[src/rtl/i2c_mm_master.sv]
module i2c_mm_master #(
  parameter int QTR = 250
) (
  input  logic       clk,
  input  logic       rst_n,
  input  logic       cmd_valid,
  input  logic [1:0] cmd_op,
  input  logic [7:0] cmd_data,
  input  logic       cmd_last,
  output logic       busy,
  output logic       ack_ok,
  output logic [7:0] rd_data,
  output logic       arb_lost,
  output logic       bus_busy,
  input  logic       scl_i,
  input  logic       sda_i,
  output logic       scl_oe,
  output logic       sda_oe
);
  localparam int HALF = 2 * QTR;
  localparam int CW = $clog2(HALF + 1);

  typedef enum logic [3:0] {S_IDLE, S_STA, S_STB, S_HOLD, S_LO, S_HI, S_SPA, S_SPB, S_SPC} st_t;
  st_t st;

  logic [1:0] scl_sy, sda_sy;
  logic scl_q, sda_q;
  wire scl_s = scl_sy[1];
  wire sda_s = sda_sy[1];

  always_ff @(posedge clk or negedge rst_n)
    if (!rst_n) begin
      scl_sy <= 2'b11; sda_sy <= 2'b11; scl_q <= 1'b1; sda_q <= 1'b1; bus_busy <= 1'b0;
    end else begin
      scl_sy <= {scl_sy[0], scl_i};
      sda_sy <= {sda_sy[0], sda_i};
      scl_q <= scl_s;
      sda_q <= sda_s;
      if (scl_s && scl_q && sda_q && !sda_s) bus_busy <= 1'b1;
      else if (scl_s && scl_q && !sda_q && sda_s) bus_busy <= 1'b0;
    end

  logic [CW-1:0] cnt;
  logic [3:0] bitn;
  logic [7:0] sh;
  logic rd, last, lost;
  wire cnt_end = cnt == CW'(HALF - 1);
  wire cnt_mid = cnt == CW'(QTR - 1);
  wire go_start = cmd_valid && st == S_IDLE && cmd_op == 2'd0 && !bus_busy;

  assign busy = !(st == S_IDLE || st == S_HOLD);

  always_ff @(posedge clk or negedge rst_n)
    if (!rst_n) begin
      st <= S_IDLE; scl_oe <= 1'b0; sda_oe <= 1'b0; cnt <= '0; bitn <= '0; sh <= '0;
      rd <= 1'b0; last <= 1'b0; lost <= 1'b0; arb_lost <= 1'b0; ack_ok <= 1'b0; rd_data <= '0;
    end else begin
      case (st)
        S_IDLE: begin
          cnt <= '0;
          if (go_start) begin st <= S_STA; arb_lost <= 1'b0; lost <= 1'b0; end
        end
        S_STA:
          if (bus_busy) begin st <= S_IDLE; arb_lost <= 1'b1; end
          else if (scl_s && sda_s) begin
            cnt <= cnt + 1'b1;
            if (cnt_end) begin cnt <= '0; sda_oe <= 1'b1; st <= S_STB; end
          end else cnt <= '0;
        S_STB: begin
          cnt <= cnt + 1'b1;
          if (cnt_end) begin cnt <= '0; scl_oe <= 1'b1; st <= S_HOLD; end
        end
        S_HOLD:
          if (cmd_valid) begin
            bitn <= '0; cnt <= '0;
            case (cmd_op)
              2'd1: begin sh <= cmd_data; rd <= 1'b0; st <= S_LO; end
              2'd2: begin sh <= '0; rd <= 1'b1; last <= cmd_last; st <= S_LO; end
              2'd3: st <= S_SPA;
              default: ;
            endcase
          end
        S_LO: begin
          cnt <= cnt + 1'b1;
          if (cnt_mid) sda_oe <= (bitn == 4'd8) ? (rd && !last) : (!rd && !lost && !sh[7]);
          if (cnt_end) begin cnt <= '0; scl_oe <= 1'b0; st <= S_HI; end
        end
        S_HI:
          if (!scl_s) cnt <= '0;
          else begin
            cnt <= cnt + 1'b1;
            if (cnt_mid) begin
              if (bitn != 4'd8) begin
                sh <= {sh[6:0], sda_s};
                if (!rd && !sda_oe && !sda_s) lost <= 1'b1;
              end else if (!rd) ack_ok <= !sda_s;
            end
            if (cnt_end) begin
              cnt <= '0;
              if (bitn == 4'd7 && lost) begin
                st <= S_IDLE; arb_lost <= 1'b1; sda_oe <= 1'b0;
              end else begin
                scl_oe <= 1'b1;
                if (bitn == 4'd8) begin
                  st <= S_HOLD;
                  if (rd) rd_data <= sh;
                end else begin
                  bitn <= bitn + 1'b1; st <= S_LO;
                end
              end
            end
          end
        S_SPA: begin
          cnt <= cnt + 1'b1;
          if (cnt_mid) sda_oe <= 1'b1;
          if (cnt_end) begin cnt <= '0; scl_oe <= 1'b0; st <= S_SPB; end
        end
        S_SPB:
          if (!scl_s) cnt <= '0;
          else begin
            cnt <= cnt + 1'b1;
            if (cnt_end) begin cnt <= '0; sda_oe <= 1'b0; st <= S_SPC; end
          end
        S_SPC: begin
          cnt <= cnt + 1'b1;
          if (cnt_end) begin cnt <= '0; st <= S_IDLE; end
        end
        default: st <= S_IDLE;
      endcase
    end


  idle_released_chk: assert property (@(posedge clk) disable iff (!rst_n)
    st == S_IDLE |-> !scl_oe && !sda_oe);

  start_refused_chk: assert property (@(posedge clk) disable iff (!rst_n)
    (cmd_valid && cmd_op == 2'd0 && st == S_IDLE && bus_busy) |=> st == S_IDLE);

  sda_steady_high_chk: assert property (@(posedge clk) disable iff (!rst_n)
    (st == S_HI && $past(st == S_HI)) |-> $stable(sda_oe));

  stretch_wait_chk: assert property (@(posedge clk) disable iff (!rst_n)
    (st == S_HI && !scl_s) |=> !scl_oe);

  lost_quiet_chk: assert property (@(posedge clk) disable iff (!rst_n)
    lost |-> !sda_oe);

  lost_release_chk: assert property (@(posedge clk) disable iff (!rst_n)
    $rose(arb_lost) |-> !scl_oe && !sda_oe);
endmodule

[config.mk]
export PLATFORM = sky130hd
export DESIGN_NAME = i2c_mm_master
export DESIGN_NICKNAME = d
export VERILOG_FILES = /design/src/rtl/i2c_mm_master.sv
export SDC_FILE = /design/constraint.sdc
export NUM_CORES = 1
export LEC_CHECK = 0
export BUFFER_PORTS_ARGS = -buffer_cell sky130_fd_sc_hd__buf_2
export CORE_MARGIN = 4
export CORE_UTILIZATION = 53
export DETAILED_ROUTE_END_ITERATION = 6
export GPL_ROUTABILITY_DRIVEN = 1
export HOLD_SLACK_MARGIN = 0.15
export PLACE_DENSITY = 0.76
export SYNTH_ARGS = -nofsm -noshare
export SYNTH_HDL_FRONTEND = slang
export SYNTH_SLANG_ARGS = --single-unit
[constraint.sdc]
create_clock -name clk -period 1.8 [get_ports clk]
set_input_delay 0.36 -clock clk [delete_from_list [all_inputs] [get_ports clk]]
set_output_delay 0.36 -clock clk [all_outputs]
set_load 0.01 [all_outputs]
==> impl_metrics.json, run 1 <==
{
  "async_flop_share_pct": 100,
  "finalHoldViolCount": 0,
  "clockRootBuffer": "clkbuf_8",
  "startpoint": "st[3]$_DFFE_PN0P_",
  "reg2reg_slack_ns": -0.08,
  "end_kind": "flip-flop",
  "ys_ff_latch": 47,
  "area_growth_pct": 32.2,
  "power.density_mw_per_mm2": 514,
  "detail_route.iter0.violations": 168,
  "yosysWarnings": 0,
  "port_buffers": 29,
  "synth_seq_area_share_pct": 42.7,
  "place_hpwl_mm": 4.79,
  "gp_congestion": 0.899,
  "fmax_mhz": 531,
  "violations": "negative setup slack",
  "antenna_cells": 0,
  "overflow": 0,
  "reg2reg_from": "st[3]$_DFFE_PN0P_",
  "finalCritPeriodShare_pct": 105,
  "die_x_um": 80.3,
  "hp-class": "in -> reg",
  "synth-main-ff-cell": "dfrtp_1",
  "worst-setup-path-type": "reg -> reg",
  "start_util_pct": 54.6,
  "status": "finished with violations",
  "whs_ns": 0.306,
  "cts_made_buffers": 5,
  "grt_use_total_pct": 23.0,
  "cts-htree-levels": 2,
  "worstSetupEndpoint": "arb_lost$_DFFE_PN0P_",
  "drc": 0,
  "critical_path_arrival_ns": 2.08,
  "drv_cap": 0,
  "worstMarginPinSlew_ns": 0.546,
  "mostFrequentLayoutCells": "47 x buf_4, 38 x dfrtp_1, 29 x buf_2",
  "setup_slack_ns": -0.0844,
  "placed_cells": 396,
  "fin_crit_ns": 1.88,
  "place_area_mm2": 0.00319,
  "setup_violations": 17,
  "grt_max_degree": 26,
  "cts_buffer_depth": 2,
  "fin_cells": 425,
  "vias": 2511,
  "preCtsSetupSlack_ns": -0.103,
  "slew_violations": 0,
  "syn_inst": 275,
  "dieHeight_um": 80.3,
  "drtAntennaViolNets": 0,
  "wl_mm": 7.52,
  "synthesis.nets": 299,
  "worst-r2r-cell-count": 6,
  "via_per_inst": 5.91,
  "drive_above_1_share_pct": 42.0,
  "ir_worst_vdd_mv": 0.377,
  "postSynthAreaPerCell_um2": 10.1,
  "syn_area_mm2": 0.00277,
  "rsz0062_at_grt": "true",
  "required_ns": 1.99,
  "grt_pass1_vias": 2382,
  "core-area_mm2": 0.00507,
  "design_area_mm2": 0.00366,
  "fin_skew_ns": 0.00884,
  "cts_tree": "done",
  "start_kind": "flip-flop",
  "setup_tns_ns": -0.444,
  "firstDrtPassIters": 4,
  "synth_edf_count": 0,
  "antenna_found_initial": 0,
  "rows": 26,
  "wire_per_inst_um": 17.7,
  "clkTransAtPathRegs_ns": 0.09,
  "final_nets": 378,
  "holdCritStartpoint": "cmd_last",
  "cts.sinks": 47,
  "ioPinCount": 30,
  "final_common_cell": "buf_4",
  "cp_max_fo": 5,
  "relSlewSlack_pct": 63.6,
  "grt_pass1_wl_mm": 11.5,
  "r2r_end": "arb_lost$_DFFE_PN0P_",
  "power_leakage_nw": 1.66,
  "yosysUniqueCellTypes": 62,
  "die-area_mm2": 0.00644,
  "clk-insertion-delay-late_ns": 0.31
}
-- area by class of cell --
| cell class | count | area (um^2) |
|---|---|---|
| Clock buffer | 6 | 82.6 |
| Clock inverter | 2 | 13.8 |
| Fill cell | 371 | 1420 |
| Inverter | 9 | 33.8 |
| Multi-Input combinational cell | 201 | 1570 |
| Sequential cell | 47 | 1190 |
| Tap cell | 70 | 87.6 |
| Timing Repair Buffer | 90 | 688 |
-- critical path: stages (launching register included) --
cell and delay [ns]:
dfrtp_1 0.45, buf_6 0.15, and4bb_4 0.40, nor2_1 0.08, a31oi_2 0.28, nor3_2 0.10
mux2_4 0.31
-- layer usage --
layer / GRT usage, % / part of all wire (%) / vias up
met5: 0 / 0 / -
met4: 8.78 / 3.4 / 0
met3: 4.15 / 5.1 / 27
met2: 37.7 / 49 / 98
met1: 30.4 / 43 / 1228
li1: - / - / 1158
-- where the power goes --
group          switching, mW  internal, mW
clock                  0.375         0.315
sequential            0.0100          1.07
combinational         0.0624        0.0493
total                  0.448          1.43
-- synthesized netlist by cell type, drive strengths merged, types with 4 or more instances --
cell / instances / area, um^2
nand3: 7 / 35.0
nand2b: 4 / 25.0
a21oi: 20 / 115
clkbuf: 4 / 15.0
buf: 14 / 106
dfrtp: 41 / 1030
mux2: 17 / 191
nand2: 16 / 62.6
nor3: 6 / 30.0
xor2: 6 / 52.6
nor2: 20 / 92.6
ha: 8 / 100
nor3b: 11 / 82.6
and3: 5 / 31.3
inv: 9 / 33.8
o21ai: 26 / 130
dfstp: 6 / 158
-- flip-flops by register name, summed over array words and instances (netlist names), 2 cells and up --
signal and cells:
cnt 9, st 4, sda_sy 2, rd_data 8
scl_sy 2, sh 8, bitn 4
-- stage by stage --
step                      util (%)  power, mW
final                         72.1       1.88
after global routing          72.1       1.95
after CTS                     68.6       1.89
after detailed placement      62.9       1.20
after global placement        62.9       1.20
after floorplan                  -       1.14
-- worst min path at each step --
stage / slack [ns] / cells past startpoint / to
finish: 0.31 / 2 / last$_DFFE_PN0P_
global route: 0.30 / 2 / last$_DFFE_PN0P_
CTS: 0.30 / 2 / last$_DFFE_PN0P_
detailed placement: 0.35 / 0 / scl_sy[1]$_DFF_PN1_
global placement: 0.35 / 0 / scl_sy[1]$_DFF_PN1_
floorplan: 0.06 / 0 / ack_ok$_DFFE_PN0P_
-- cells by family after synthesis --
family | after synthesis | synth area share, %
mux | 19 | 7.64
compound gates | 70 | 16.4
fa+ha+maj | 8 | 3.62
buf+inv | 27 | 5.60
xor+xnor | 6 | 1.90
flops | 47 | 42.7
simple gates | 98 | 22.1
-- repair_timing --
action                                  CTS  global route
endpoints found under the hold margin    18             0
hold buffers                              3             0
pin swaps                                10            21
endpoints found under the setup margin   32            34
gates resized for setup                  19            30
setup buffers                            10             8
No activity file was read; power rests on OpenSTA's default activity.
==> inputs of run 2 (changes only) <==
--- a/config.mk
+++ b/config.mk
@@ -7,11 +7,12 @@
 export LEC_CHECK = 0
 export BUFFER_PORTS_ARGS = -buffer_cell sky130_fd_sc_hd__buf_2
 export CORE_MARGIN = 4
-export CORE_UTILIZATION = 53
+export CORE_UTILIZATION = 54
 export DETAILED_ROUTE_END_ITERATION = 6
 export GPL_ROUTABILITY_DRIVEN = 1
 export HOLD_SLACK_MARGIN = 0.15
-export PLACE_DENSITY = 0.76
+export PLACE_DENSITY = 0.74
+export SLEW_MARGIN = 20
 export SYNTH_ARGS = -nofsm -noshare
 export SYNTH_HDL_FRONTEND = slang
 export SYNTH_SLANG_ARGS = --single-unit
==> constraint.sdc (replaced) <==
create_clock -name clk -period 1.9 [get_ports clk]
set_input_delay 0.38 -clock clk [delete_from_list [all_inputs] [get_ports clk]]
set_output_delay 0.38 -clock clk [all_outputs]
set_load 0.01 [all_outputs]
==> run 2 against run 1 <==
Effect of this change:
- the run now ends clean
- sequential share of layout area is 4.0 points higher
- critical path depth stayed put
- final area is 11% lower
- routed wire length is 14% lower
- clock power is 6.1% lower
- register-to-register slack better by 0.12 ns
- hold slack worse by 0.13 ns
- clock-buffer cell count is 1 higher
- via count is 9.0% lower
- sequential power is 6% lower
- setup slack better by 0.12 ns
- maximum frequency is 1.1% higher
- critical path type unchanged
- critical endpoint is now st[0]$_DFFE_PN0P_
- largest cell class unchanged
==> impl_metrics.json, run 2 (same netlist as run 1, synthesis figures left out) <==
{
  "status": "complete, no violations",
  "drc": 0,
  "cp_max_fo": 6,
  "grt_busiest_layer": "met2",
  "place_hpwl_mm": 4.68,
  "setup_violations": 0,
  "max_stage_delay_ns": 0.40,
  "reg2reg_slack_ns": 0.04,
  "regArea_mm2": 0.00118,
  "drtAntennaViolNets": 0,
  "fillers": 386,
  "relSlewSlack_pct": 66.3,
  "crit_path_cell_trace": "ha_1, nand4bb_1, nor2_4, buf_4, o2111a_2, mux2_1",
  "ioPinCount": 30,
  "fin_skew_ns": 0.00315,
  "top_register": "cnt",
  "mostFrequentLayoutCells": "40 x dfrtp_1, 29 x buf_2, 25 x buf_4",
  "worstMarginPinSlew_ns": 0.505,
  "fin_crit_ns": 1.86,
  "cts-htree-levels": 2,
  "wl_mm": 6.47,
  "cts.sinks": 47,
  "die-area_mm2": 0.00634,
  "reg_top3": "cnt x9, rd_data x8, sh x8",
  "hp-class": "in -> reg",
  "seqPwrFrac_pct": 57.9,
  "start_kind": "flip-flop",
  "design_area_mm2": 0.00325,
  "gr-usage-met2_pct": 36.1,
  "worst-setup-path-type": "reg -> reg",
  "whs_ns": 0.172,
  "cts_buffer_depth": 2,
  "ir_worst_vdd_mv": 0.452,
  "grt_pass1_vias": 2276,
  "area_growth_pct": 17.5,
  "placed_cells": 379,
  "required_ns": 2.08,
  "fin_cells": 390,
  "netSwitchingPower_mw": 0.411,
  "overflow": 0,
  "power_frac_comb_pct": 5.4,
  "core-area_mm2": 0.00485,
  "rows": 25,
  "grt_pass1_wl_mm": 11.0,
  "drive_above_1_share_pct": 29.7,
  "critical_path_arrival_ns": 2.05,
  "antenna_found_initial": 0,
  "switching_share_pct": 23.3,
  "multi_input_area_mm2": 0.00146,
  "cp_slowest_cell": "dfrtp_1",
  "clk-insertion-delay-late_ns": 0.30,
  "end_kind": "flip-flop",
  "grtUsageMet1_pct": 29.5,
  "fmax_mhz": 537,
  "finalCritPeriodShare_pct": 98.1,
  "setup_slack_ns": 0.0368,
  "slew_violations": 0,
  "preCtsSetupSlack_ns": -0.0769,
  "antenna_cells": 0,
  "dieHeight_um": 79.6,
  "grt_use_total_pct": 22.0,
  "p_int_mw": 1.35,
  "final_nets": 346,
  "grt_max_degree": 29,
  "final_common_cell": "dfrtp_1",
  "via_per_inst": 5.86,
  "drv_cap": 0,
  "start_util_pct": 57.1,
  "wire_per_inst_um": 16.6,
  "clkTransAtPathRegs_ns": 0.09,
  "finalHoldViolCount": 0,
  "cts_tree": "done",
  "power.density_mw_per_mm2": 542,
  "worst-r2r-cell-count": 6,
  "report.power.total_mw": 1.76,
  "largest_register_ffs": 9,
  "place_area_mm2": 0.00310,
  "hold_depth": 1,
  "power_leakage_nw": 1.47,
  "clockRootBuffer": "clkbuf_8",
  "cts_made_buffers": 5,
  "die_x_um": 79.6,
  "detail_route.iter0.violations": 170,
  "rsz0062_at_grt": "true",
  "vias": 2286,
  "clkPwrFrac_pct": 36.7,
  "port_buffers": 29,
  "gp_congestion": 0.918,
  "firstDrtPassIters": 4,
  "met3_usage_pct": 4.85
}
==> run 2: cell count changes in the layout (fill, tap and decap cells not counted), sizes merged <==
cell          change
buf              -29
clkbuf            +1
clkinv            -1
dlygate4sd3       -2
dlymetal6s2s      -1
==> run 2: critical path: cells and delay by family, from the launching register on <==
family,cells,cell delay [ns]
DFF,1,0.40
buffers and inverters,1,0.14
muxes,1,0.34
adders and majority gates,1,0.19
and+or+nand+nor,2,0.39
AOI/OAI and AO/OA,1,0.28
==> run 2: stage by stage <==
stage	util [%]	setup TNS (ns)
after detailed placement	63.9	-0.582
after global routing	67.1	-0.817
after CTS	66.1	0
after floorplan	-	0
final	67.1	0
after global placement	63.9	-0.118
==> run 2: layer usage <==
metal / up-vias / part of all wire (%)
met5: - / 0
met4: 0 / 1.7
met3: 13 / 4.7
met2: 62 / 48
met1: 1118 / 45
li1: 1093 / -
==> run 2: timing repair <==
action | CTS | global route
resized for setup | 3 | 8
setup endpoints to repair | 13 | 31
pin swaps | 0 | 4
hold endpoints to repair | 15 | 0
setup buffers | 0 | 2
hold buffers | 1 | 0
==> run 2: final cells by class <==
cell class,instances,area share [%]
Multi-Input combinational cell,201,44.9
Sequential cell,47,36.4
Timing Repair Buffer,58,12.1
Clock buffer,7,2.65
Tap cell,67,2.58
Inverter,9,1.04
Clock inverter,1,0.269
==> run 2: final timing paths <==
kind	start	to
max reg2reg	cnt[0]$_DFFE_PN0P_	st[0]$_DFFE_PN0P_
min	sda_i	sda_sy[0]$_DFF_PN1_
max	cnt[0]$_DFFE_PN0P_	st[0]$_DFFE_PN0P_
max in group asynchronous	rst_n	sda_q$_DFF_PN1_
min reg2reg	scl_sy[0]$_DFF_PN1_	scl_sy[1]$_DFF_PN1_
min in group asynchronous	rst_n	sda_oe$_DFFE_PN0P_
==> run 2: power groups by stage <==
stage          logic, mW  clock network (mW)  registers, mW
3_5_place_dp      0.0939                   0           1.04
3_3_place_gp      0.0909                   0           1.04
6_report          0.0945               0.648           1.02
4_1_cts           0.0961               0.653           1.02
2_1_floorplan     0.0386                   0           1.04
5_1_grt            0.108               0.695           1.02
==> inputs of run 3 (changes only) <==
--- a/config.mk
+++ b/config.mk
@@ -5,12 +5,15 @@
 export SDC_FILE = /design/constraint.sdc
 export NUM_CORES = 1
 export LEC_CHECK = 0
+export ABC_AREA = 1
 export BUFFER_PORTS_ARGS = -buffer_cell sky130_fd_sc_hd__buf_2
 export CORE_MARGIN = 4
 export CORE_UTILIZATION = 54
+export CTS_CLUSTER_DIAMETER = 50
 export DETAILED_ROUTE_END_ITERATION = 6
 export GPL_ROUTABILITY_DRIVEN = 1
 export HOLD_SLACK_MARGIN = 0.15
+export MAX_ROUTING_LAYER = met4
 export PLACE_DENSITY = 0.74
 export SLEW_MARGIN = 20
 export SYNTH_ARGS = -nofsm -noshare
==> run 3 against run 2 <==
Effect of this change:
- hold slack better by 0.14 ns
- final area up 2.7%
- first-iteration DRC count up 30%
- global-route usage up 1.3 points
- final cell count up 30%
- critical path type is now reg -> out
==> impl_metrics.json, run 3 <==
{
  "status": "complete, no violations",
  "crit_buf_inv": 2,
  "finalHoldViolCount": 0,
  "async_flop_share_pct": 100,
  "cts.sinks": 47,
  "cp_slowest_cell": "dfrtp_1",
  "cts_made_buffers": 5,
  "top_register": "cnt",
  "power_leakage_nw": 1.78,
  "synth_edf_count": 0,
  "firstDrtPassIters": 6,
  "worst-r2r-cell-count": 9,
  "synth_area_leaders": "dfrtp_1 36%, nand2_1 16%, nand3_1 8.8%, inv_1 5.8%, dfstp_2 5.6%",
  "synth_compound_area_share_pct": 9.06,
  "mostFrequentLayoutCells": "120 x nand2_1, 50 x nand3_1, 44 x inv_1",
  "clk-insertion-delay-late_ns": 0.31,
  "yosys-top-cells-count": "121 x nand2_1, 50 x nand3_1, 44 x inv_1, 41 x dfrtp_1, 35 x nor2_1",
  "reg2reg_from": "st[0]$_DFFE_PN0P_",
  "grt_pass1_vias": 2461,
  "wl_mm": 6.74,
  "postSynthAreaPerCell_um2": 7.35,
  "drc": 0,
  "synth_seq_area_share_pct": 41.8,
  "placed_cells": 488,
  "power.density_mw_per_mm2": 538,
  "crit_path_cell_trace": "nor2_1, nand2_2, inv_1, nor2_1, buf_2",
  "max_stage_delay_ns": 0.46,
  "yosys.area_share.simple_pct": 35.8,
  "yosysUniqueCellTypes": 31,
  "cts_tree": "done",
  "reg_top3": "cnt x9, rd_data x8, sh x8",
  "ys_ff_latch": 47,
  "cts_buffer_depth": 2,
  "start_util_pct": 55.4,
  "setup_tns_ns": 0,
  "via_per_inst": 5.29,
  "required_ns": 1.52,
  "rows": 26,
  "hp-class": "in -> reg",
  "start_kind": "flip-flop",
  "grt_max_degree": 26,
  "synth.area.mux_share_pct": 0.398,
  "cp_max_fo": 7,
  "synth-main-ff-cell": "dfrtp_1",
  "clockRootBuffer": "clkbuf_8",
  "wire_per_inst_um": 13.3,
  "overflow": 0,
  "whs_ns": 0.312,
  "fmax_mhz": 557,
  "crit_top_cell": "nor2_1",
  "finalCritPeriodShare_pct": 94.5,
  "hold_depth": 2,
  "critical_path_arrival_ns": 1.42,
  "path_delay_family": "flip-flops",
  "place_area_mm2": 0.00310,
  "place_hpwl_mm": 5.01,
  "end_kind": "output port",
  "synth_adder_area_share_pct": 3.54,
  "ioPinCount": 30,
  "antenna_found_initial": 0,
  "cp_num_cells": 5,
  "final_common_cell": "nand2_1",
  "fin_crit_ns": 1.80,
  "drive_above_1_share_pct": 21.6,
  "worstMarginPinSlew_ns": 0.538,
  "yosysMostFrequentCell": "nand2_1",
  "core-area_mm2": 0.00511,
  "drv_cap": 0,
  "synthesis.nets": 409,
  "vias": 2677,
  "die-area_mm2": 0.00646,
  "detail_route.iter0.violations": 221,
  "ir_worst_vdd_mv": 0.499,
  "gp_congestion": 1.00,
  "startpoint": "st[0]$_DFFE_PN0P_",
  "setup_violations": 0,
  "design_area_mm2": 0.00334,
  "grt_use_total_pct": 23.3,
  "worst-setup-path-type": "reg -> out",
  "netlist.area_leader.share_pct": 36.3,
  "final_nets": 459,
  "largest_register_ffs": 9,
  "yosysWarnings": 0,
  "syn_inst": 385,
  "grt_pass1_wl_mm": 11.4,
  "synth_top_area_cell": "dfrtp_1",
  "fin_skew_ns": 0.00846,
  "fin_cells": 506,
  "antenna_cells": 0,
  "slew_violations": 0,
  "die_x_um": 80.4,
  "port_buffers": 29,
  "synth_xor_area_share_pct": 1.86,
  "syn_area_mm2": 0.00283,
  "clkTransAtPathRegs_ns": 0.10,
  "holdCritStartpoint": "cmd_last",
  "synth_top_family_by_area": "simple AND/OR/NAND/NOR gates",
  "drtAntennaViolNets": 0,
  "cts-htree-levels": 2,
  "area_growth_pct": 18.1,
  "relSlewSlack_pct": 64.1,
  "dieHeight_um": 80.4
}
run 3: cell types whose count changed after synthesis, moves of 5 or more:
cell,change
and3_1,-5
nor3b_1,-11
nor2_1,+18
buf_2,-7
nand2_1,+106
nand3_1,+43
mux2_1,-14
o21ai_2,+10
inv_1,+36
a21oi_1,-13
run 3: per-stage QoR:
stage | utilization (%) | power, mW | setup slack (ns)
2_1_floorplan | - | 1.08 | 0.403
3_3_place_gp | 60.6 | 1.14 | 0.126
3_5_place_dp | 60.6 | 1.15 | 0.102
4_1_cts | 63.3 | 1.82 | 0.0294
5_1_grt | 65.5 | 1.88 | -0.00610
6_report | 65.5 | 1.80 | 0.104
run 3: layout make-up:
type                    count  area, um^2
inverters                  50         190
clock buffers               5        68.8
fillers                   458        1760
flip-flops and latches     47        1190
multi-input cells         284        1460
well taps                  70        87.6
clock inverters             3        27.5
repair buffers             47         325
run 3: worst paths after layout:
kind / end / slack, ns
worst max-delay path: busy / 0.10
worst min-delay path: last$_DFFE_PN0P_ / 0.31
worst max register to register: cnt[8]$_DFFE_PN0P_ / 0.13
worst min register to register: scl_sy[1]$_DFF_PN1_ / 0.37
max in group asynchronous: st[3]$_DFFE_PN0P_ / 0.73
min in group asynchronous: ack_ok$_DFFE_PN0P_ / 0.58
run 3: kinds of logic after synthesis:
logic type | after synthesis
and+or+nand+nor | 228
muxes | 1
AOI/OAI and AO/OA | 41
DFF | 47
xor gates and xnor gates | 6
adders and majority gates | 8
buffers and inverters | 54
run 3: what timing repair did:
| action | in CTS | in global routing |
|---|---|---|
| endpoints found under the setup margin | 1 | 31 |
| hold buffers | 3 | 0 |
| endpoints found under the hold margin | 19 | 0 |
| pin swaps | 0 | 3 |
| resized for setup | 2 | 8 |
| setup buffers | 0 | 7 |
run 3: power by group:
part | switching, mW | internal (mW)
registers | 0.0107 | 1.02
logic | 0.0627 | 0.0379
clock network | 0.398 | 0.274
total | 0.471 | 1.33
run 3: metal layers:
layer / GRT usage (%) / vias to the layer above / routed length (um)
li1: - / 1330 / -
met1: 31.1 / 1211 / 3050
met2: 36.8 / 118 / 3130
met3: 4.37 / 18 / 437
met4: 6.08 / 0 / 130
met5: - / - / 0
